===== src/rtl/pmbus_gate_pkg.sv =====
package pmbus_gate_pkg;

  typedef enum logic [1:0] {
    SEG_IDLE,
    SEG_WR,
    SEG_RD,
    SEG_SKIP
  } seg_state_t;

  // One byte of CRC-8, polynomial 0x07, MSB first.
  function automatic logic [7:0] crc8_step(input logic [7:0] crc_in, input logic [7:0] din);
    logic [7:0] c;
    c = crc_in ^ din;
    for (int i = 0; i < 8; i++) begin
      c = c[7] ? ((c << 1) ^ 8'h07) : (c << 1);
    end
    return c;
  endfunction

endpackage


===== src/rtl/pmbus_pec_crc.sv =====
module pmbus_pec_crc
  import pmbus_gate_pkg::*;
(
  input  logic       clk,
  input  logic       rst_n,
  input  logic       restart,
  input  logic       advance,
  input  logic [7:0] din,
  output logic [7:0] crc
);

  logic [7:0] crc_q;

  always_ff @(posedge clk or negedge rst_n) begin
    if (!rst_n)       crc_q <= 8'h00;
    else if (restart) crc_q <= crc8_step(8'h00, din);
    else if (advance) crc_q <= crc8_step(crc_q, din);
  end

  assign crc = crc_q;

endmodule


===== src/rtl/pmbus_cmd_decode.sv =====
module pmbus_cmd_decode #(
  parameter int MAX_BYTES = 4,
  parameter int LEN_W     = $clog2(MAX_BYTES + 3)
) (
  input  logic [7:0]       cmd,
  input  logic [7:0]       first_data,
  output logic             supported,
  output logic             count_ok,
  output logic [LEN_W-1:0] n_exp
);

  localparam logic [7:0] BLK_MAX = 8'(MAX_BYTES - 1);

  always_comb begin
    supported = 1'b1;
    count_ok  = 1'b1;
    n_exp     = '0;
    unique case (cmd[7:6])
      2'b00: n_exp = LEN_W'(0);
      2'b01: n_exp = LEN_W'(1);
      2'b10: n_exp = LEN_W'(2);
      default: begin
        if (cmd[5]) begin
          supported = 1'b0;
        end else if (first_data == 8'h00 || first_data > BLK_MAX) begin
          count_ok = 1'b0;
        end else begin
          n_exp = LEN_W'(first_data) + LEN_W'(1);
        end
      end
    endcase
  end

endmodule


===== src/rtl/pmbus_fault_flag.sv =====
module pmbus_fault_flag (
  input  logic clk,
  input  logic rst_n,
  input  logic set,
  input  logic clr,
  output logic cml,
  output logic alert_n
);

  logic cml_q, alert_n_q;
  logic cml_d;

  always_comb begin
    cml_d = cml_q;
    if (clr) cml_d = 1'b0;
    if (set) cml_d = 1'b1;
  end

  always_ff @(posedge clk or negedge rst_n) begin
    if (!rst_n) begin
      cml_q     <= 1'b0;
      alert_n_q <= 1'b1;
    end else begin
      cml_q     <= cml_d;
      alert_n_q <= ~cml_d;
    end
  end

  assign cml     = cml_q;
  assign alert_n = alert_n_q;

  // fault flag holds until a clear arrives
  p_cml_sticky_r10: assert property (@(posedge clk) disable iff (!rst_n)
    (cml && !clr) |=> cml);

  // an accepted clear with no new fault drops the flag and the alert
  p_cml_clear_r10: assert property (@(posedge clk) disable iff (!rst_n)
    (clr && !set) |=> (!cml && alert_n));

endmodule


===== src/rtl/pmbus_write_gate.sv =====
module pmbus_write_gate
  import pmbus_gate_pkg::*;
#(
  parameter int         MAX_BYTES     = 4,
  parameter logic [7:0] CLEAR_CMD     = 8'h03,
  parameter logic [6:0] GLOBAL_ADDR_A = 7'h5A,
  parameter logic [6:0] GLOBAL_ADDR_B = 7'h5B,
  parameter int         LEN_W         = $clog2(MAX_BYTES + 3)
) (
  input  logic                   clk,
  input  logic                   rst_n,
  input  logic [6:0]             dev_addr,
  input  logic                   pec_required,
  input  logic                   s_valid,
  output logic                   s_ready,
  input  logic [7:0]             s_data,
  input  logic                   s_start,
  input  logic                   s_from_slave,
  input  logic                   bus_stop,
  output logic                   commit,
  output logic [7:0]             commit_cmd,
  output logic [LEN_W-1:0]       commit_len,
  output logic [8*MAX_BYTES-1:0] commit_data,
  output logic                   pec_valid,
  output logic [7:0]             pec_byte,
  output logic                   cml_status,
  output logic                   alert_n
);

  localparam logic [LEN_W-1:0] CNT_MAX = LEN_W'(MAX_BYTES + 2);
  localparam logic [LEN_W-1:0] LEN_LIM = LEN_W'(MAX_BYTES);

  seg_state_t             state_q;
  logic [7:0]             cmd_q;
  logic                   cmd_seen_q;
  logic [LEN_W-1:0]       cnt_q;
  logic [8*MAX_BYTES-1:0] buf_q;
  logic                   pend_q;
  logic                   commit_q;
  logic [7:0]             commit_cmd_q;
  logic [LEN_W-1:0]       commit_len_q;
  logic [8*MAX_BYTES-1:0] commit_data_q;

  logic [7:0]       crc;
  logic             supported, count_ok;
  logic [LEN_W-1:0] n_exp;

  logic addr_ev, data_ev, rw, addr_hit;
  logic to_read, start_wr, closing, close_wr, close_rd;
  logic exact_len, has_pec, wr_ok, accept, fault_set, fault_clr;
  logic crc_adv;

  assign s_ready  = 1'b1;
  assign addr_ev  = s_valid & s_start;
  assign data_ev  = s_valid & ~s_start;
  assign rw       = s_data[0];
  assign addr_hit = (s_data[7:1] == dev_addr) || (s_data[7:1] == GLOBAL_ADDR_A) ||
                    (s_data[7:1] == GLOBAL_ADDR_B);

  pmbus_cmd_decode #(.MAX_BYTES(MAX_BYTES), .LEN_W(LEN_W)) u_dec (
    .cmd       (cmd_q),
    .first_data(buf_q[7:0]),
    .supported (supported),
    .count_ok  (count_ok),
    .n_exp     (n_exp)
  );

  // Segment decisions
  assign to_read   = addr_ev & rw & addr_hit & (state_q == SEG_WR) & cmd_seen_q & (cnt_q == '0);
  assign start_wr  = addr_ev & ~rw & addr_hit;
  assign closing   = (addr_ev & ~to_read) | bus_stop;
  assign close_wr  = closing & (state_q == SEG_WR) & cmd_seen_q;
  assign close_rd  = closing & (state_q == SEG_RD);
  assign exact_len = (cnt_q == n_exp);
  assign has_pec   = (cnt_q == n_exp + LEN_W'(1));
  assign wr_ok     = supported & count_ok &
                     ((exact_len & ~pec_required) | (has_pec & (crc == 8'h00)));
  assign accept    = close_wr & wr_ok;
  assign fault_set = (close_wr & ~wr_ok) | (close_rd & ~supported);
  assign fault_clr = accept & (cmd_q == CLEAR_CMD);
  assign crc_adv   = (data_ev & ((state_q == SEG_WR) | (state_q == SEG_RD))) | to_read;

  pmbus_pec_crc u_crc (
    .clk    (clk),
    .rst_n  (rst_n),
    .restart(start_wr),
    .advance(crc_adv),
    .din    (s_data),
    .crc    (crc)
  );

  pmbus_fault_flag u_flag (
    .clk    (clk),
    .rst_n  (rst_n),
    .set    (fault_set),
    .clr    (fault_clr),
    .cml    (cml_status),
    .alert_n(alert_n)
  );

  // Segment state, command capture and byte count
  always_ff @(posedge clk or negedge rst_n) begin
    if (!rst_n) begin
      state_q    <= SEG_IDLE;
      cmd_q      <= 8'h00;
      cmd_seen_q <= 1'b0;
      cnt_q      <= '0;
    end else if (bus_stop) begin
      state_q <= SEG_IDLE;
    end else if (addr_ev) begin
      if (start_wr) begin
        state_q    <= SEG_WR;
        cmd_seen_q <= 1'b0;
        cnt_q      <= '0;
      end else if (to_read) begin
        state_q <= SEG_RD;
      end else begin
        state_q <= SEG_SKIP;
      end
    end else if (data_ev && state_q == SEG_WR) begin
      if (!cmd_seen_q) begin
        cmd_q      <= s_data;
        cmd_seen_q <= 1'b1;
      end else if (cnt_q != CNT_MAX) begin
        cnt_q <= cnt_q + LEN_W'(1);
      end
    end
  end

  // Data byte buffer, one lane per byte position
  always_ff @(posedge clk or negedge rst_n) begin
    if (!rst_n) begin
      buf_q <= '0;
    end else if (data_ev && state_q == SEG_WR && cmd_seen_q) begin
      for (int i = 0; i < MAX_BYTES; i++) begin
        if (cnt_q == LEN_W'(i)) buf_q[8*i +: 8] <= s_data;
      end
    end
  end

  // Commit capture at segment close, strobe at stop
  always_ff @(posedge clk or negedge rst_n) begin
    if (!rst_n) begin
      pend_q        <= 1'b0;
      commit_q      <= 1'b0;
      commit_cmd_q  <= 8'h00;
      commit_len_q  <= '0;
      commit_data_q <= '0;
    end else begin
      commit_q <= bus_stop & (pend_q | accept);
      if (bus_stop)    pend_q <= 1'b0;
      else if (accept) pend_q <= 1'b1;
      if (accept) begin
        commit_cmd_q  <= cmd_q;
        commit_len_q  <= n_exp;
        commit_data_q <= buf_q;
      end
    end
  end

  assign commit      = commit_q;
  assign commit_cmd  = commit_cmd_q;
  assign commit_len  = commit_len_q;
  assign commit_data = commit_data_q;
  assign pec_valid   = (state_q == SEG_RD);
  assign pec_byte    = crc;

  // a commit only ever follows a stop
  p_commit_after_stop_r4: assert property (@(posedge clk) disable iff (!rst_n)
    commit |-> $past(bus_stop));

  // commit strobe lasts one cycle
  p_commit_single_r4: assert property (@(posedge clk) disable iff (!rst_n)
    commit |=> !commit);

  // committed length stays within the buffer
  p_len_bound_r3: assert property (@(posedge clk) disable iff (!rst_n)
    commit |-> (commit_len <= LEN_LIM));

  // the read phase never coincides with a commit
  p_read_no_commit_r9: assert property (@(posedge clk) disable iff (!rst_n)
    pec_valid |-> !commit);

endmodule


===== config.mk =====
export PLATFORM = sky130hd
export DESIGN_NAME = pmbus_write_gate
export DESIGN_NICKNAME = d
export VERILOG_FILES = /design/src/rtl/pmbus_gate_pkg.sv /design/src/rtl/pmbus_pec_crc.sv /design/src/rtl/pmbus_cmd_decode.sv /design/src/rtl/pmbus_fault_flag.sv /design/src/rtl/pmbus_write_gate.sv
export SDC_FILE = /design/constraint.sdc
export NUM_CORES = 1
export LEC_CHECK = 0
export ABC_AREA = 1
export ABC_CLOCK_PERIOD_IN_PS = 4350
export BUFFER_PORTS_ARGS = -buffer_cell sky130_fd_sc_hd__buf_2
export CORE_ASPECT_RATIO = 0.5
export CORE_MARGIN = 2
export CORE_UTILIZATION = 64
export CTS_BUF_LIST = sky130_fd_sc_hd__clkbuf_4 sky130_fd_sc_hd__clkbuf_8
export CTS_CLUSTER_SIZE = 20
export DETAILED_ROUTE_END_ITERATION = 12
export HOLD_SLACK_MARGIN = 0.12
export PLACE_DENSITY = 0.88
export SETUP_SLACK_MARGIN = 0.15
export SYNTH_ARGS = -nofsm -noshare
export SYNTH_HDL_FRONTEND = slang
export SYNTH_HIERARCHICAL = 1
export SYNTH_SLANG_ARGS = --single-unit

===== constraint.sdc =====
create_clock -name clk -period 4.35 [get_ports clk]
set_input_delay 0.6525 -clock clk [delete_from_list [all_inputs] [get_ports clk]]
set_output_delay 0.6525 -clock clk [all_outputs]
set_load 0.005 [all_outputs]

# [Word level (Yosys, flattened, before mapping)]
# Cells that the tools add are included.
# W data, S select, Z words.
[op_classes] n_bitwise=56 mux=42 eq_ne=15 reduce_logical=23 n_addsub=3 order_cmp=1
[ops] op="$mux W3" count=23
[ops] op="$not A3 Y3" count=16
[ops] op="$and A1 B1 Y1" count=23
[ops] op="$logic_not A8 Y1" count=2
[ops] op="$mux W8" count=2
[ops] op="$eq A7 B7 Y1 const B" count=2
[ops] op="$mux W1" count=13
[ops] op="$reduce_bool A2 Y1" count=6
[ops] op="$not A1 Y1" count=10
[ops] op="$add A3 B1 Y3 const B" count=3
[ops] op="$pmux W3 S3" count=1
[ops] op="$eq A8 B2 Y1 const B" count=1
[ops] op="$gt A8 B2 Y1 const B" count=1
[ops] op="$reduce_and A2 Y1" count=4
[ops] op="$xor A8 B8 Y8" count=1
[ops] op="$eq A7 B7 Y1" count=1
[ops] op="$eq A3 B2 Y1 const B" count=2
[ops] op="$eq A3 B3 Y1" count=2
[ops] op="$mux W2" count=3
[ops] op="$or A1 B1 Y1" count=6
[ops] op="$reduce_and A5 Y1" count=1
[ops] op="$eq A2 B1 Y1 const B" count=2
[ops] op="$eq A2 B2 Y1 const B" count=2
[ops] op="$reduce_and A4 Y1" count=1
[ops] op="9 further kinds" count=12
[totals] ff_bits=101 input_bits=22 word_cells=156

# [Logic depth before layout (Yosys ltp)]
# Gate-level depths: netlist of run 1.
[logic_depth] depth_word=19 depth_mapped=20 ltp_nobuf=19

# [Cells and area by module]
# The synthesis of run 1 kept the hierarchy.
[by_module_without_submodules] module="pmbus_write_gate" cells_per_inst=470 area_each_um2=4043.9 n_inst=1
[by_module_without_submodules] module="pmbus_pec_crc" cells_per_inst=156 area_each_um2=928.4 n_inst=1
[by_module_without_submodules] module="pmbus_cmd_decode" cells_per_inst=33 area_each_um2=188.9 n_inst=1
[by_module_without_submodules] module="pmbus_fault_flag" cells_per_inst=7 area_each_um2=75.1 n_inst=1

# [Least setup slack after synthesis of run 1]
# OpenSTA, ideal clock, no wires.
[synth_path] kind="register to register" start="register buf_q[0]" end="register u_flag.cml_q, in the netlist u_flag/cml" stages_incl_launch_ff=19 path_slack_ns=1.771 required_ns=4.233 n_path_buf=1 setup_ns=0.117 t_arrival_ns=2.462 path_cell_list="dfrtp_1 > inv_1 > ha_1 > inv_1 > nor2_1 > nand3_2 > a21oi_2 > ha_1 > nand2_1 > nand2_1 > nor2_1 > nand3_1 > a21oi_4 > nand4_4 > buf_2 > nor3_2 > inv_1 > nand2_1 > nand2_1"
[synth_via] elab_chain_len=14
[synth_rtl] item="start, declared" line="pmbus_write_gate.sv:37" source="logic [8*MAX_BYTES-1:0] buf_q;"
[synth_rtl] item="start signal, assigned by index" line="pmbus_write_gate.sv:136" source="if (cnt_q == LEN_W'(i)) buf_q[8*i +: 8] <= s_data;"
[synth_rtl] item="$gt A8 B2 Y1 or $logic_not A8 Y1 (tied branches)" line="pmbus_cmd_decode.sv:25" source="end else if (first_data == 8'h00 || first_data > BLK_MAX) begin"
[synth_rtl] item="$logic_or A1 B1 Y1" line="pmbus_cmd_decode.sv:25"
[synth_rtl] item="$mux W3 (*)" line="pmbus_cmd_decode.sv:25"
[synth_rtl] item="$mux W3 (*)" line="pmbus_cmd_decode.sv:23" source="if (cmd[5]) begin"
[synth_rtl] item="$pmux W3 S3 (*)" line="pmbus_cmd_decode.sv:18" source="unique case (cmd[7:6])"
[synth_rtl] item="via n_exp[1]" line="pmbus_write_gate.sv:46" source="logic [LEN_W-1:0] n_exp;"
[synth_rtl] item="$add A3 B1 Y3" line="pmbus_write_gate.sv:75" source="assign has_pec = (cnt_q == n_exp + LEN_W'(1));"
[synth_rtl] item="$eq A3 B3 Y1" line="pmbus_write_gate.sv:75"
[synth_rtl] item="$and A1 B1 Y1" line="pmbus_write_gate.sv:77" source="((exact_len & ~pec_required) | (has_pec & (crc == 8'h00)));"
[synth_rtl] item="$or A1 B1 Y1 (*)" line="pmbus_write_gate.sv:77"
[synth_rtl] item="$and A1 B1 Y1 (*)" line="pmbus_write_gate.sv:76" source="assign wr_ok = supported & count_ok &"
[synth_rtl] item="$and A1 B1 Y1 (*)" line="pmbus_write_gate.sv:78" source="assign accept = close_wr & wr_ok;"
[synth_rtl] item="$and A1 B1 Y1 (*)" line="pmbus_write_gate.sv:80" source="assign fault_clr = accept & (cmd_q == CLEAR_CMD);"
[synth_rtl] item="via fault_clr" line="pmbus_write_gate.sv:50" source="logic exact_len, has_pec, wr_ok, accept, fault_set, fault_clr;"
[synth_rtl] item="$mux W1 (*)" line="pmbus_fault_flag.sv:15" source="if (clr) cml_d = 1'b0;"
[synth_rtl] item="$mux W1 (*)" line="pmbus_fault_flag.sv:16" source="if (set) cml_d = 1'b1;"
[synth_rtl] item="via u_flag.cml_d" line="pmbus_fault_flag.sv:11" source="logic cml_d;"
[synth_rtl] item="end signal, assigned" line="pmbus_fault_flag.sv:24" source="cml_q <= cml_d;"
[synth_rtl] item="end, declared" line="pmbus_fault_flag.sv:10" source="logic cml_q, alert_n_q;"
# The timed path passes the listed nets; every way through them passes the cells marked *.
# A chain may end at the register's enable or synchronous reset.

# [Worst setup path in the final report of run 1]
# Ends and elaborated chain as after synthesis.

==> out/summary.txt, run 1 <==
Total nets after synthesis: 698
Post-CTS setup-driven buffer insertion count: 0
Initial cell density of the core: 0.657
Crit path arrival time: 3.61 ns
Combined global-route utilization of all metal layers: 0.302
Maximum vdd ir drop: 0.000277 V
Area fraction in compound gates after synthesis: 0.0760
Multiplexer fraction of the synthesized cell area: 0
Die area: 8970 sq um
Post-synthesis instance area: 5240 sq um
Post-cts hold buffer count: 0
Most common flop cell mapped by yosys: sky130_fd_sc_hd__dfrtp_1
CTS tree: built
CP Capture Type: flip-flop
Die Ht: 68.0 um
Via count of the routed design: 4753
Sinks on the clock net: 101
Reg2Reg Launch Point: buf_q[0]
Post-route DRC: 0
Routed vias/inst: 5.61
Highest attainable clock frequency: 301 MHz
Outcome: finished clean
Maximum number of pins on one net before global-route repair: 73
Final Cycle Share: 0.764
Max-slew headroom: 0.399
Share of synthesized cell area in full adder, half adder and majority cells: 0.0239
Critical Path Source: buf_q[0]
Gpl congestion: 0.923
Placed wire-length estimate: 8.66 mm
Global-route wire length before repair: 21.1 mm
Worst-case clock buffer depth: 2
Largest clock skew in the final design: 0.0125 ns
Type of the worst setup path: flip-flop to flip-flop
Pre-Repair DR Iteration Count: 5
Critical path required time: 4.63 ns
Area of the placeable core: 7970 sq um
Number of antenna cells inserted: 0
Gates resized, CTS repair: 0
Remaining antenna violation count: 0
Remaining global-route overflow: 0
Time the worst path needs with I/O delays and setup: 3.32 ns
Final slew viol count: 0
Largest cells by area after synthesis: sky130_fd_sc_hd__dfrtp_1, sky130_fd_sc_hd__nand2_1, sky130_fd_sc_hd__nand4_1
FFs w/ async S/R, synth: 1.00
Setup TNS: 0 ns
Number of different library cells in the post-synthesis netlist: 43
Rows: 23
Simple-gate share of the synthesized area: 0.314
Overall routed net length: 12.8 mm
Clock insertion delay at the later pin of the skew report: 0.39 ns
Number of synthesized register bits: 101
Worst slack at placement: 1.06 ns
Share of cells above drive strength 1: 0.156
Depth of the worst register-to-register path: 17
Number of enable flip-flop cells after synthesis: 0
Count of routing violations after the opening detailed-route iteration: 359
Transition time of the tightest slew-check pin: 0.902 ns
Area share of xor/xnor cells in the synthesized design: 0.0330
Number of port buffers: 75
Power density normalized to cell area: 458 nW/um^2
Hold WC Path Type: primary input to asynchronous set/reset pin
Number of nets at the end of the flow: 762
Number of buffers created by CTS: 9
Sequential area share after synthesis: 0.483
Maximum level of the CTS H-tree: 3
Yosys top cell area share: 0.478
Clock transition at the registers of the reported paths: 0.10 ns
Launching element type of the critical path: flip-flop
Setup violations, final: 0
Horiz. Die Dim: 132 um
Buffer type at the clock tree root: sky130_fd_sc_hd__clkbuf_8
Wire length per cell after detailed routing: 15.1 um
Dominant combinational cell family by area after synthesis: simple AND/OR/NAND/NOR gates
I/O pins: 78
Via count of the first global-routing pass: 4517
Maximum net fanout on the critical path: 46
Critical register-to-register path endpoint: u_flag/cml
Cell taking the most area after synthesis: sky130_fd_sc_hd__dfrtp_1
Initial antenna violation count: 0
Standby leakage power: 3.25 nW
Max-cap violation count: 0
Final WS setup: 1.03 ns
Mean post-synth cell area: 7.86 sq um
Reg2reg setup slack: 1.03 ns
Instance count of the mapped netlist: 666
Number of hold violations in the final report: 0
Setup repair after global routing missed its margin: no
Layout overhead on the synthesized area: 11.6%
Yosys warning count: 6
End point of the critical path: u_flag/cml
## logic make-up (layout without fill, tap and decap cells)
| group | after synthesis | count (layout) |
|---|---|---|
| compound gates | 71 | 71 |
| xor+xnor | 18 | 18 |
| fa+ha+maj | 10 | 10 |
| buf+inv | 87 | 156 |
| flops | 101 | 101 |
| other cells | 1 | 1 |
| simple gates | 378 | 378 |
## state kept, by name, indices dropped and copies added (netlist names)
signal,cells
buf_q,32
cmd_q,8
cmd_seen_q,1
cnt_q,3
commit,1
commit_cmd,8
commit_data,32
commit_len,3
pend_q,1
state_q,2
u_crc/crc,8
u_flag/alert_n,1
u_flag/cml,1
## per-stage QoR
| stage | power (mW) | hold WS (ns) | area (sq um) | instances | util |
|---|---|---|---|---|---|
| 2_1_floorplan | 1.83 | 0.357 | 5240 | 666 | - |
| 3_3_place_gp | 2.05 | 0.424 | 5650 | 831 | 0.709 |
| 3_5_place_dp | 2.09 | 0.458 | 5650 | 831 | 0.709 |
| 4_1_cts | 2.67 | 0.417 | 5840 | 847 | 0.733 |
| 5_1_grt | 2.86 | 0.454 | 5840 | 847 | 0.733 |
| 6_report | 2.68 | 0.373 | 5840 | 847 | 0.733 |
## synth_stat cells, drive strengths merged, types with 10 or more instances
cell type,count
a21oi,15
buf,18
dfrtp,100
ha,10
inv,60
nand2,262
nand3,30
nand4,49
nor2,31
o21ai,49
xor2,10
## worst max-delay path, cell delays in order, from the launching register on
cell                      delay (ns)
sky130_fd_sc_hd__dfrtp_1        0.44
sky130_fd_sc_hd__inv_1          0.07
sky130_fd_sc_hd__ha_1           0.29
sky130_fd_sc_hd__inv_1          0.04
sky130_fd_sc_hd__nor2_1         0.14
sky130_fd_sc_hd__nand3_2        0.11
sky130_fd_sc_hd__a21oi_2        0.23
sky130_fd_sc_hd__ha_1           0.28
sky130_fd_sc_hd__nand2_1        0.07
sky130_fd_sc_hd__nand2_1        0.04
sky130_fd_sc_hd__nor2_1         0.09
sky130_fd_sc_hd__nand3_1        0.12
sky130_fd_sc_hd__a21oi_4        0.21
sky130_fd_sc_hd__nand4_4        0.57
sky130_fd_sc_hd__nor3_2         0.28
sky130_fd_sc_hd__inv_1          0.10
sky130_fd_sc_hd__nand2_1        0.07
sky130_fd_sc_hd__nand2_1        0.06
## report_power, final
group	total, mW	internal, mW	leakage [nW]	switching [mW]
registers	1.22	1.07	1.36	0.149
clock network	0.579	0.221	0.0883	0.358
logic	0.874	0.323	1.80	0.551
## cells in the final DEF (no fill, tap or decap), drive strengths merged
master	Yosys	routed
nand2	262	262
nor3	2	2
xnor2	8	8
dfstp	1	1
clkinvlp	0	3
or2	2	2
clkinv	1	3
nor2	31	31
nand3	30	30
nand4	49	49
a211oi	1	1
dfrtp	100	100
nor4b	1	1
clkbuf	8	9
ha	10	10
a21o	1	1
conb	1	1
nand3b	1	1
a31oi	1	1
o211ai	1	1
xor2	10	10
o21bai	1	1
a21oi	15	15
o21ai	49	49
o22ai	1	1
o221ai	1	1
inv	60	62
buf	18	79
## metal layers
layer / up-vias / share of wire / track usage
met5: - / 0 / 0
met4: 0 / 0.019 / 0.109
met3: 27 / 0.080 / 0.0726
met2: 196 / 0.48 / 0.519
met1: 2247 / 0.43 / 0.385
li1: 2283 / - / -
## cell type report
cell class | count | area (sq um)
Timing Repair Buffer | 79 | 408
Clock buffer | 9 | 124
Sequential cell | 101 | 2530
Multi-Input combinational cell | 478 | 2340
Tap cell | 112 | 140
Fill cell | 634 | 2130
Clock inverter | 7 | 70.1
Inverter | 61 | 229
## worst min path at each step
stage | cells past startpoint | slack (ns) | end
after floorplan | 0 | 0.36 | buf_q[0]
after global placement | 1 | 0.42 | u_flag/alert_n
after detailed placement | 1 | 0.46 | u_flag/alert_n
after CTS | 1 | 0.42 | u_crc/crc[2]
after global routing | 1 | 0.45 | u_crc/crc[0]
final | 1 | 0.37 | u_crc/crc[1]
Power figures use the tool's default switching activity.
==> inputs of run 2 (changes only) <==
--- a/config.mk
+++ b/config.mk
@@ -6,16 +6,16 @@
 export NUM_CORES = 1
 export LEC_CHECK = 0
 export ABC_AREA = 1
-export ABC_CLOCK_PERIOD_IN_PS = 4350
+export ABC_CLOCK_PERIOD_IN_PS = 3060
 export BUFFER_PORTS_ARGS = -buffer_cell sky130_fd_sc_hd__buf_2
 export CORE_ASPECT_RATIO = 0.5
 export CORE_MARGIN = 2
-export CORE_UTILIZATION = 64
+export CORE_UTILIZATION = 59
 export CTS_BUF_LIST = sky130_fd_sc_hd__clkbuf_4 sky130_fd_sc_hd__clkbuf_8
 export CTS_CLUSTER_SIZE = 20
 export DETAILED_ROUTE_END_ITERATION = 12
 export HOLD_SLACK_MARGIN = 0.12
-export PLACE_DENSITY = 0.88
+export PLACE_DENSITY = 0.82
 export SETUP_SLACK_MARGIN = 0.15
 export SYNTH_ARGS = -nofsm -noshare
 export SYNTH_HDL_FRONTEND = slang
==> constraint.sdc (replaced) <==
create_clock -name clk -period 3.06 [get_ports clk]
set_input_delay 0.459 -clock clk [delete_from_list [all_inputs] [get_ports clk]]
set_output_delay 0.459 -clock clk [all_outputs]
set_load 0.005 [all_outputs]
==> run 2 against run 1 <==
Against the previous run:
- cell count rose by 1.2%
- sequential share of layout area fell by 0.59 points
- via count fell by 1.1%
- critical path depth did not move
- largest power group unchanged
==> out/summary.txt, run 2 (synthesized netlist as in run 1, its figures left out) <==
Remaining antenna violation count: 0
Largest clock skew in the final design: 0.0102 ns
Initial antenna violation count: 0
Number of hold violations in the final report: 0
Post-route DRC: 0
Pre-Repair DR Iteration Count: 5
Number of buffers created by CTS: 9
Die Ht: 70.6 um
Total of fill cells in the finished design: 750
Setup TNS: 0 ns
Highest-count cells in the layout ignoring fill and taps: sky130_fd_sc_hd__nand2_1, sky130_fd_sc_hd__dfrtp_1, sky130_fd_sc_hd__buf_2
Combined global-route utilization of all metal layers: 0.271
Launching element type of the critical path: flip-flop
Critical register-to-register path endpoint: commit_data[3]
Area of the placeable core: 8650 sq um
Met3 wirelength from detailed routing: 678 um
Max-cap violation count: 0
Type of the worst setup path: flip-flop to flip-flop
Count of routing violations after the opening detailed-route iteration: 371
Standby leakage power: 3.29 nW
Die area: 9690 sq um
Maximum net fanout on the critical path: 45
Crit path arrival time: 2.96 ns
Maximum vdd ir drop: 0.000342 V
Max-slew headroom: 0.548
Placed wire-length estimate: 8.66 mm
CTS tree: built
Global-route wire length before repair: 20.3 mm
Wire length per cell after detailed routing: 14.4 um
Number of port buffers: 75
Routed vias/inst: 5.48
Reg2reg setup slack: 0.37 ns
Rows: 24
Worst-case clock buffer depth: 2
Highest attainable clock frequency: 372 MHz
Sinks on the clock net: 101
Horiz. Die Dim: 137 um
Buffer type at the clock tree root: sky130_fd_sc_hd__clkbuf_8
Detailed-routed wire length on met2: 5.58 mm
Depth of the worst register-to-register path: 17
I/O pins: 78
Gpl congestion: 0.923
Tightest hold margin: 0.0960 ns
Clock transition at the registers of the reported paths: 0.10 ns
Transition time of the tightest slew-check pin: 0.679 ns
Clock insertion delay at the later pin of the skew report: 0.39 ns
Share of cells above drive strength 1: 0.162
Initial cell density of the core: 0.605
Power density normalized to cell area: 644 nW/um^2
CP Capture Type: flip-flop
Time the worst path needs with I/O delays and setup: 2.69 ns
Maximum level of the CTS H-tree: 3
Outcome: finished clean
Final Cycle Share: 0.878
Final slew viol count: 0
Hold WC Path Type: primary input to asynchronous set/reset pin
Reg2Reg Launch Point: buf_q[0]
Via count of the routed design: 4699
Critical path required time: 3.33 ns
Number of antenna cells inserted: 0
Via count of the first global-routing pass: 4280
Wire length on met1: 5.95 mm
Setup violations, final: 0
Number of nets at the end of the flow: 767
Uppermost layer routed: met4
Most common cell after layout, fill and taps aside: sky130_fd_sc_hd__nand2_1
Layout overhead on the synthesized area: 13.1%
Overall routed net length: 12.3 mm
Remaining global-route overflow: 0
Setup repair after global routing missed its margin: yes
Maximum number of pins on one net before global-route repair: 53
run 2: cell count changes in the layout (fill, tap and decap cells not counted), sizes merged:
cell and delta:
inv +1, buf +5, clkbuf +1, clkinv -1, clkinvlp -1
run 2: how the worst max path moves through the flow:
stage                   from               to  slack [ns]  depth (start not counted)
floorplan           buf_q[0]       u_flag/cml        0.48                         18
global placement    buf_q[0]    commit_len[2]        0.37                         16
detailed placement  buf_q[0]  commit_data[30]        0.30                         17
CTS                 buf_q[0]  commit_data[30]        0.26                         17
global route        buf_q[0]       u_flag/cml        0.11                         17
finish              buf_q[0]   commit_data[3]        0.37                         17
run 2: repair_timing:
action,in CTS,in global routing
endpoints found under the setup margin,0,47
hold buffers,0,0
buffers inserted,0,2
resized for setup,0,7
run 2: layer usage:
metal  GRT usage  vias up
met2       0.420      141
met4      0.0756        0
li1            -     2287
met3      0.0602       14
met1       0.391     2257
met5           0        -
run 2: worst max-delay path, cell delays in order, from the launching register on:
cell and delay [ns]:
sky130_fd_sc_hd__dfrtp_1 0.42, sky130_fd_sc_hd__inv_1 0.06, sky130_fd_sc_hd__ha_1 0.19, sky130_fd_sc_hd__inv_1 0.05
sky130_fd_sc_hd__nand2_1 0.07, sky130_fd_sc_hd__nor2_4 0.12, sky130_fd_sc_hd__nand3_2 0.10, sky130_fd_sc_hd__a21oi_4 0.19
sky130_fd_sc_hd__ha_1 0.27, sky130_fd_sc_hd__nand2_1 0.07, sky130_fd_sc_hd__nand2_1 0.05, sky130_fd_sc_hd__nor2_1 0.09
sky130_fd_sc_hd__nand3_1 0.12, sky130_fd_sc_hd__a21oi_4 0.25, sky130_fd_sc_hd__nand4_4 0.15, sky130_fd_sc_hd__buf_12 0.22
sky130_fd_sc_hd__nand2_1 0.08, sky130_fd_sc_hd__nand2_1 0.06
run 2: final cells by class:
cell class | instances | area, sq um | area share
clock buffers | 10 | 131 | 0.0222
clock inverters | 6 | 52.6 | 0.00887
inverters | 61 | 229 | 0.0387
multi-input cells | 478 | 2360 | 0.398
flip-flops and latches | 101 | 2530 | 0.427
well taps | 117 | 146 | 0.0247
repair buffers | 84 | 478 | 0.0807
run 2: report_power, final:
part	switching (mW)	internal, mW
Clock	0.498	0.318
Combinational	0.777	0.484
Sequential	0.212	1.53
Total	1.49	2.33
run 2: through the flow:
stage           util  power (mW)  instance area [sq um]  std cells  worst slack [ns]
2_1_floorplan      -        2.61                   5240        666             0.481
3_3_place_gp   0.658        2.94                   5690        839             0.369
3_5_place_dp   0.658        2.98                   5690        839             0.299
4_1_cts        0.679        3.80                   5870        855             0.257
5_1_grt        0.685        4.08                   5920        857             0.110
6_report       0.685        3.82                   5920        857             0.374
